===== src/rtl/cit_pkg.sv =====
package cit_pkg;
   typedef enum logic {
      SEL_RXCODE = 1'b0,
      SEL_TXCODE = 1'b1
   } cit_sel_e;
endpackage


===== src/rtl/cit_slot_timer.sv =====
module cit_slot_timer #(
   parameter int FRAME_BITS = 96,
   parameter int SLOT_POS   = 26,
   parameter int SLOT_W     = 4,
   parameter int IDX_W      = 2
) (
   input  logic             clk,
   input  logic             rst_n,
   input  logic             fsc,
   output logic             in_slot,
   output logic [IDX_W-1:0] slot_idx,
   output logic             smp_stb,
   output logic             smp_last
);
   localparam int CYC_W = $clog2(2 * FRAME_BITS);
   localparam int BIT_W = CYC_W - 1;
   localparam logic [CYC_W-1:0] CYC_END = CYC_W'(2 * FRAME_BITS - 1);

   logic             fsc_q;
   logic [CYC_W-1:0] cyc;
   logic [BIT_W-1:0] bit_pos;

   always_ff @(posedge clk or negedge rst_n) begin
      if (!rst_n) begin
         fsc_q <= 1'b0;
         cyc   <= CYC_END;
      end else begin
         fsc_q <= fsc;
         if (fsc && !fsc_q)
            cyc <= '0;
         else if (cyc != CYC_END)
            cyc <= cyc + 1'b1;
      end
   end

   assign bit_pos  = cyc[CYC_W-1:1];
   assign in_slot  = (int'(bit_pos) >= SLOT_POS) && (int'(bit_pos) < SLOT_POS + SLOT_W);
   assign slot_idx = IDX_W'(int'(bit_pos) - SLOT_POS);
   assign smp_stb  = in_slot && cyc[0];
   assign smp_last = smp_stb && (int'(slot_idx) == SLOT_W - 1);
endmodule


===== src/rtl/cit_rx_filter.sv =====
module cit_rx_filter #(
   parameter int SLOT_W    = 4,
   parameter int IDX_W     = 2,
   parameter bit MSB_FIRST = 1'b1
) (
   input  logic              clk,
   input  logic              rst_n,
   input  logic              din,
   input  logic              smp_stb,
   input  logic              smp_last,
   input  logic [IDX_W-1:0]  slot_idx,
   input  logic              clr_req,
   output logic [SLOT_W-1:0] code_o,
   output logic              irq_o
);
   logic [IDX_W-1:0]  ord;
   logic [SLOT_W-1:0] cap, word, cand;
   logic              accept;

   if (MSB_FIRST) begin : g_msb
      assign ord = IDX_W'(SLOT_W - 1) - slot_idx;
   end else begin : g_lsb
      assign ord = slot_idx;
   end

   always_comb begin
      word      = cap;
      word[ord] = din;
   end

   assign accept = smp_last && (word == cand) && (word != code_o);

   always_ff @(posedge clk or negedge rst_n) begin
      if (!rst_n) begin
         cap    <= '1;
         cand   <= '1;
         code_o <= '1;
         irq_o  <= 1'b0;
      end else begin
         if (smp_stb)
            cap <= word;
         if (smp_last)
            cand <= word;
         if (accept)
            code_o <= word;
         if (accept)
            irq_o <= 1'b1;
         else if (clr_req)
            irq_o <= 1'b0;
      end
   end
endmodule


===== src/rtl/cit_tx_driver.sv =====
module cit_tx_driver #(
   parameter int SLOT_W    = 4,
   parameter int IDX_W     = 2,
   parameter bit MSB_FIRST = 1'b1
) (
   input  logic              clk,
   input  logic              rst_n,
   input  logic              wr_stb,
   input  logic [SLOT_W-1:0] wdata,
   input  logic              in_slot,
   input  logic [IDX_W-1:0]  slot_idx,
   output logic [SLOT_W-1:0] code_o,
   output logic              dout
);
   logic [IDX_W-1:0] ord;

   if (MSB_FIRST) begin : g_msb
      assign ord = IDX_W'(SLOT_W - 1) - slot_idx;
   end else begin : g_lsb
      assign ord = slot_idx;
   end

   always_ff @(posedge clk or negedge rst_n) begin
      if (!rst_n)
         code_o <= '1;
      else if (wr_stb)
         code_o <= wdata;
   end

   assign dout = in_slot ? code_o[ord] : 1'b1;
endmodule


===== src/rtl/ci_transceiver.sv =====
module ci_transceiver #(
   parameter int FRAME_BITS = 96,
   parameter int SLOT_POS   = 26,
   parameter int SLOT_W     = 4,
   parameter bit MSB_FIRST  = 1'b1
) (
   input  logic              clk,
   input  logic              rst_n,
   input  logic              fsc,
   input  logic              din,
   output logic              dout,
   input  logic              sel,
   input  logic              wr_en,
   input  logic              rd_en,
   input  logic [SLOT_W-1:0] wdata,
   output logic [SLOT_W-1:0] rdata,
   output logic              irq
);
   import cit_pkg::*;

   localparam int IDX_W = (SLOT_W > 1) ? $clog2(SLOT_W) : 1;

   if (SLOT_W < 1) begin : g_bad_width
      $error("SLOT_W must be at least 1");
   end
   if (FRAME_BITS < 2) begin : g_bad_frame
      $error("FRAME_BITS must be at least 2");
   end
   if (SLOT_POS < 0 || SLOT_POS + SLOT_W > FRAME_BITS) begin : g_bad_pos
      $error("C/I field must lie inside the frame");
   end

   logic              in_slot, smp_stb, smp_last;
   logic [IDX_W-1:0]  slot_idx;
   logic [SLOT_W-1:0] rx_code, tx_code;
   logic              rx_sel, tx_wr, rx_clr;

   assign rx_sel = (cit_sel_e'(sel) == SEL_RXCODE);
   assign tx_wr  = wr_en && !rx_sel;
   assign rx_clr = rd_en && rx_sel;

   cit_slot_timer #(
      .FRAME_BITS(FRAME_BITS), .SLOT_POS(SLOT_POS), .SLOT_W(SLOT_W), .IDX_W(IDX_W)
   ) u_timer (
      .clk(clk), .rst_n(rst_n), .fsc(fsc), .in_slot(in_slot),
      .slot_idx(slot_idx), .smp_stb(smp_stb), .smp_last(smp_last)
   );

   cit_rx_filter #(
      .SLOT_W(SLOT_W), .IDX_W(IDX_W), .MSB_FIRST(MSB_FIRST)
   ) u_rx (
      .clk(clk), .rst_n(rst_n), .din(din), .smp_stb(smp_stb), .smp_last(smp_last),
      .slot_idx(slot_idx), .clr_req(rx_clr), .code_o(rx_code), .irq_o(irq)
   );

   cit_tx_driver #(
      .SLOT_W(SLOT_W), .IDX_W(IDX_W), .MSB_FIRST(MSB_FIRST)
   ) u_tx (
      .clk(clk), .rst_n(rst_n), .wr_stb(tx_wr), .wdata(wdata), .in_slot(in_slot),
      .slot_idx(slot_idx), .code_o(tx_code), .dout(dout)
   );

   assign rdata = rx_sel ? rx_code : tx_code;
endmodule


===== config.mk =====
export PLATFORM = sky130hd
export DESIGN_NAME = ci_transceiver
export DESIGN_NICKNAME = d
export VERILOG_FILES = /design/src/rtl/cit_pkg.sv /design/src/rtl/cit_slot_timer.sv /design/src/rtl/cit_rx_filter.sv /design/src/rtl/cit_tx_driver.sv /design/src/rtl/ci_transceiver.sv
export SDC_FILE = /design/constraint.sdc
export NUM_CORES = 1
export LEC_CHECK = 0
export CAP_MARGIN = 40
export CELL_PAD_IN_SITES_DETAIL_PLACEMENT = 1
export CELL_PAD_IN_SITES_GLOBAL_PLACEMENT = 1
export CORE_ASPECT_RATIO = 1.5
export CORE_UTILIZATION = 48
export CTS_CLUSTER_SIZE = 20
export DETAILED_ROUTE_END_ITERATION = 6
export PLACE_DENSITY_LB_ADDON = 0.1
export SYNTH_ARGS = -nofsm -noshare
export SYNTH_HDL_FRONTEND = slang
export SYNTH_SLANG_ARGS = --single-unit
export TNS_END_PERCENT = 100

===== constraint.sdc =====
create_clock -name clk -period 3.3 [get_ports clk]
set_input_delay 0.495 -clock clk [delete_from_list [all_inputs] [get_ports clk]]
set_output_delay 0.495 -clock clk [all_outputs]
set_load 0.05 [all_outputs]

==> results of run 1 <==
==> power breakdown <==
| part | switching, mW | internal [mW] |
|---|---|---|
| Clock | 0.0965 | 0.0863 |
| Sequential | 0.0677 | 0.370 |
| Combinational | 0.102 | 0.117 |
| Total | 0.266 | 0.573 |
==> synth_stat cells, drive strengths merged <==
cell type	number	area, um^2
nand4	2	12.5
buf	4	21.3
clkbuf	1	3.75
o21ai	6	30.0
xor2	5	43.8
xnor2	8	70.1
dfstp	23	604
a22o	1	8.76
nand3	7	40.0
dfrtp	3	75.1
nand2	6	22.5
mux2	24	293
nand2b	2	12.5
nor2b	2	12.5
nor4	2	27.5
mux2i	1	10.0
mux4	2	45.0
nor2	8	32.5
a21oi	1	5.00
or4	1	7.51
and2b	1	10.0
and2	2	12.5
nand4b	2	17.5
ha	1	12.5
nor3	1	16.3
a221o	1	10.0
and3	2	12.5
==> cell type report <==
type / count / area (um^2)
clock buffers: 4 / 45.0
multi-input cells: 88 / 764
flip-flops and latches: 26 / 679
fillers: 318 / 1200
well taps: 39 / 48.8
repair buffers: 18 / 175
==> logic make-up after synthesis <==
logic type	after synthesis	share of synthesized area
adders and majority gates	1	0.00852
and+or+nand+nor	38	0.161
DFF	26	0.463
xor gates and xnor gates	13	0.0775
buffers and inverters	5	0.0170
muxes	27	0.237
AOI/OAI and AO/OA	9	0.0366
==> state kept, by name (all words and copies together), names as in the netlist <==
register and flops:
u_timer.fsc_q 1, u_rx.cap 4, u_rx.irq_o 1, u_tx.code_o 4, u_rx.cand 4, u_timer.cyc 8, u_rx.code_o 4
==> cell usage in the layout, fill, tap and decap left out, drive strengths merged <==
| cell type | synthesis | routed |
|---|---|---|
| and2b | 1 | 1 |
| nor2b | 2 | 2 |
| a221o | 1 | 1 |
| nor4 | 2 | 2 |
| a21oi | 1 | 1 |
| nand4 | 2 | 2 |
| buf | 4 | 2 |
| clkdlybuf4s50 | 0 | 16 |
| nor3 | 1 | 1 |
| dfrtp | 3 | 3 |
| xor2 | 5 | 5 |
| clkbuf | 1 | 4 |
| a22o | 1 | 1 |
| dfstp | 23 | 23 |
| ha | 1 | 1 |
| and3 | 2 | 2 |
| mux2 | 24 | 24 |
| nand4b | 2 | 2 |
| nand2b | 2 | 2 |
| mux2i | 1 | 1 |
| or4 | 1 | 1 |
| nand3 | 7 | 7 |
| xnor2 | 8 | 8 |
| o21ai | 6 | 6 |
| and2 | 2 | 2 |
| mux4 | 2 | 2 |
| nand2 | 6 | 6 |
| nor2 | 8 | 8 |
==> final timing paths <==
check / end / slack, ps / cells past startpoint / from
setup / recovery: dout / 450 / 3 / u_timer.cyc[1]
hold / removal: u_rx.irq_o / 540 / 1 / u_rx.irq_o
setup reg to reg: u_rx.code_o[2] / 1100 / 5 / u_timer.cyc[2]
hold reg to reg: u_rx.irq_o / 540 / 1 / u_rx.irq_o
max in group asynchronous: u_timer.cyc[4] / 1890 / 2 / rst_n
min in group asynchronous: u_rx.irq_o / 710 / 1 / rst_n
==> worst max-delay path: cells and delay by family, from the launching register on <==
kind                   cells  cell delay [ps]
multiplexers               1              530
AND/OR/NAND/NOR            1              160
flip-flops                 1              680
buffers and inverters      1              720
==> metal layers <==
metal	GRT usage	share of wire
met1	0.276	0.40
met2	0.403	0.58
met3	0.0260	0.0095
met4	0.0730	0.010
met5	0	0
==> reports/summary.txt, run 1 <==
DRC: 0
wire length per cell: 18.1 um
Leak: 0.642 nW
Vias per Instance: 5.51
IO Pins: 17
# Post-CTS Setup Buffers: 0
crit path max-delay cell type: clkdlybuf4s50_1
Layout Cells excl Fill: 175
run status: finished, final reports clean
largest fanout on the critical path: 12
DR pass1 iterations: 4
endpoint type of the worst setup path: output port
GRT Residual Overflow: 0
synth-to-layout area growth: 16.6%
Num CTS Buffers: 3
Diodes inserted: 0
worst skew pair latency: 270 ps
H-tree depth: 1
cell count after placement: 171
RSZ-0062 raised after global routing: no
vias in the first global route: 1070
Final setup viols: 0
post-synthesis instance total: 119
Yosys warning count: 0
Total Routed Length: 3160 um
slew margin rel.: 0.419
pin count of the biggest net entering global routing: 20
Rows: 24
PnR worst setup slack: 446 ps
minimum clock period after layout: 2850 ps
design area: 1710 um^2
Cell variety after synth: 34
maximum VDD drop: 0.255 mV
Final Hold Vio Count: 0
syn nets: 131
Cell Pwr Density: 490 nW/um^2
DP Worst Slack: 649 ps
Setup CP Type: reg -> out
Syn Std Cell Area: 1470 um^2
crit-path cells: mux4_2, nand2b_1, clkdlybuf4s50_1
hold_ws: 542 ps
Die Ht: 69.8 um
Total Neg Setup Slack: 0 ps
Avg Cell Area, Syn: 12.3 um^2
Worst Tran Pin Value: 869 ps
Area after DPL: 1670 um^2
1st-iter DRT viols: 18
final worst-path cycle share: 0.865
WP data required: 2800 ps
Total GRT Usage: 0.230
overall power: 0.839 mW
Layout Utilization: 0.588
#FFs+latches synth: 26
initial core utilization: 0.504
Placer Congestion: 0.781
Hold-fix buffers, CTS: 0
Die Wd: 47.2 um
post_cts resized: 0
CTS Root Buffer Type: clkbuf_8
Post-layout nets: 149
Core ar.: 2910 um^2
antenna viol nets, final: 0
Slew Limit Fails: 0
die area: 3290 um^2
final clock skew: 5.84 ps
layout cells sized above 1: 0.412
Seq/Total Area, Yosys: 0.463
port buffer count: 16
critical path arrival: 2360 ps
Max clock buf depth: 2
first-pass GRT wire length: 5330 um
Hold Path Class: reg -> reg
Fmax: 350 MHz
initial antenna violation count: 0
clock sink total: 26
Worst setup SP type: register
detailed placement HPWL: 2400 um
vias: 965
Clock Pin Slew Worst Setup and Hold Paths: 90 ps
Max Cap Viol: 0
Worst path max stage delay: 720 ps
CTS tree: done
No activity file was read; power rests on OpenSTA's default activity.
==> run 2, diff against run 1 <==
--- a/config.mk
+++ b/config.mk
@@ -8,11 +8,10 @@
 export CAP_MARGIN = 40
 export CELL_PAD_IN_SITES_DETAIL_PLACEMENT = 1
 export CELL_PAD_IN_SITES_GLOBAL_PLACEMENT = 1
-export CORE_ASPECT_RATIO = 1.5
 export CORE_UTILIZATION = 48
 export CTS_CLUSTER_SIZE = 20
 export DETAILED_ROUTE_END_ITERATION = 6
-export PLACE_DENSITY_LB_ADDON = 0.1
+export PLACE_DENSITY = 0.84
 export SYNTH_ARGS = -nofsm -noshare
 export SYNTH_HDL_FRONTEND = slang
 export SYNTH_SLANG_ARGS = --single-unit
==> reports/summary.txt, run 2 (synthesis results as in run 1) <==
synth-to-layout area growth: 15.3%
Post-layout nets: 148
slew margin rel.: 0.544
post_cts resized: 0
crit path max-delay cell type: clkdlybuf4s50_1
max reg flops: 8
Placer Congestion: 0.753
first-pass GRT wire length: 5210 um
1st-iter DRT viols: 45
Top reg by flops: u_timer.cyc
Diodes inserted: 0
Hold-fix buffers, CTS: 0
antenna viol nets, final: 0
run status: finished, final reports clean
pin count of the biggest net entering global routing: 16
hold_ws: 526 ps
Core ar.: 2830 um^2
initial core utilization: 0.519
die area: 3290 um^2
wire length per cell: 18.1 um
Num CTS Buffers: 3
endpoint type of the worst setup path: output port
Final Hold Vio Count: 0
Die Ht: 57.3 um
DRC: 0
# Post-CTS Setup Buffers: 0
Total GRT Usage: 0.214
Setup CP Type: reg -> out
Hold Path Class: reg -> reg
Vias per Instance: 5.79
vias: 961
Max Cap Viol: 0
detailed placement HPWL: 2340 um
Total Neg Setup Slack: 0 ps
Rows: 19
Cell Pwr Density: 479 nW/um^2
layout cells sized above 1: 0.415
RSZ-0062 raised after global routing: no
commonest non-fill, non-tap cell in the layout: dfstp_2
largest fanout on the critical path: 12
critical path arrival: 2400 ps
crit-path cells: mux4_2, nand2b_1, clkdlybuf4s50_1
Leak: 0.638 nW
Fmax: 345 MHz
CTS tree: done
DR pass1 iterations: 4
fillcell total: 292
H-tree depth: 1
Layout Utilization: 0.599
Clock Pin Slew Worst Setup and Hold Paths: 140 ps
port buffer count: 16
worst skew pair latency: 320 ps
Max clock buf depth: 2
IO Pins: 17
most frequent cells in the layout: dfstp_2 (23), clkdlybuf4s50_1 (16), mux2_2 (15), xnor2_1 (8), nor2_1 (7)
Worst Tran Pin Value: 682 ps
initial antenna violation count: 0
Total Routed Length: 3000 um
Final setup viols: 0
Worst path max stage delay: 710 ps
minimum clock period after layout: 2900 ps
CTS Root Buffer Type: clkbuf_4
Worst setup SP type: register
WP data required: 2800 ps
GRT Residual Overflow: 0
clock sink total: 26
maximum VDD drop: 0.321 mV
final clock skew: 8.76 ps
vias in the first global route: 1053
final worst-path cycle share: 0.878
Die Wd: 57.3 um
Slew Limit Fails: 0
## run 2: worst paths after layout
kind                       slack [ps]  cells past startpoint              to      startpoint
max                               400                      3            dout  u_timer.cyc[1]
min                               530                      1      u_rx.irq_o      u_rx.irq_o
max reg2reg                      1130                      5  u_rx.code_o[2]  u_timer.cyc[2]
min reg2reg                       530                      1      u_rx.irq_o      u_rx.irq_o
max in group asynchronous        2130                      2  u_timer.cyc[5]           rst_n
min in group asynchronous         560                      1      u_rx.irq_o           rst_n
## run 2: cell type report
| class | count | area [um^2] | share of cell area |
|---|---|---|---|
| well taps | 31 | 38.8 | 0.0229 |
| flip-flops and latches | 26 | 679 | 0.401 |
| repair buffers | 17 | 175 | 0.103 |
| clock buffers | 4 | 36.3 | 0.0214 |
| multi-input cells | 88 | 764 | 0.451 |
## run 2: where the power goes
group | internal (mW) | total, mW | switching [mW]
Sequential | 0.370 | 0.434 | 0.0644
Clock | 0.0675 | 0.162 | 0.0944
Combinational | 0.116 | 0.216 | 0.0993
## run 2: stage by stage
step	setup WS, ps	area, um^2	std cells	power [mW]
finish	402	1690	166	0.812
floorplan	1260	1470	119	0.597
CTS	378	1690	166	0.820
global placement	694	1640	161	0.639
global route	317	1690	166	0.856
detailed placement	626	1660	162	0.657
## run 2: worst max-delay path, delay by kind of cell, from the launching register on
kind / cells / cell delay (ps)
buf+inv: 1 / 710
flops: 1 / 700
mux: 1 / 520
simple gates: 1 / 150
## run 2: per-layer routing
| metal | track usage | part of all wire | wire length, um | vias up |
|---|---|---|---|---|
| met5 | 0 | 0 | 0 | - |
| met4 | 0.108 | 0.029 | 88 | 0 |
| met3 | 0.0204 | 0.015 | 46 | 9 |
| met2 | 0.368 | 0.52 | 1550 | 12 |
| met1 | 0.269 | 0.44 | 1310 | 486 |
| li1 | - | - | - | 454 |
==> run 3, diff against run 2 <==
--- a/config.mk
+++ b/config.mk
@@ -9,9 +9,11 @@
 export CELL_PAD_IN_SITES_DETAIL_PLACEMENT = 1
 export CELL_PAD_IN_SITES_GLOBAL_PLACEMENT = 1
 export CORE_UTILIZATION = 48
+export CTS_BUF_LIST = sky130_fd_sc_hd__clkbuf_4 sky130_fd_sc_hd__clkbuf_8 sky130_fd_sc_hd__clkbuf_16
 export CTS_CLUSTER_SIZE = 20
 export DETAILED_ROUTE_END_ITERATION = 6
 export PLACE_DENSITY = 0.84
+export SETUP_SLACK_MARGIN = 0.15
 export SYNTH_ARGS = -nofsm -noshare
 export SYNTH_HDL_FRONTEND = slang
 export SYNTH_SLANG_ARGS = --single-unit
==> results of run 3 <==
Final layout, timing and power as in run 2 (identical DEF).
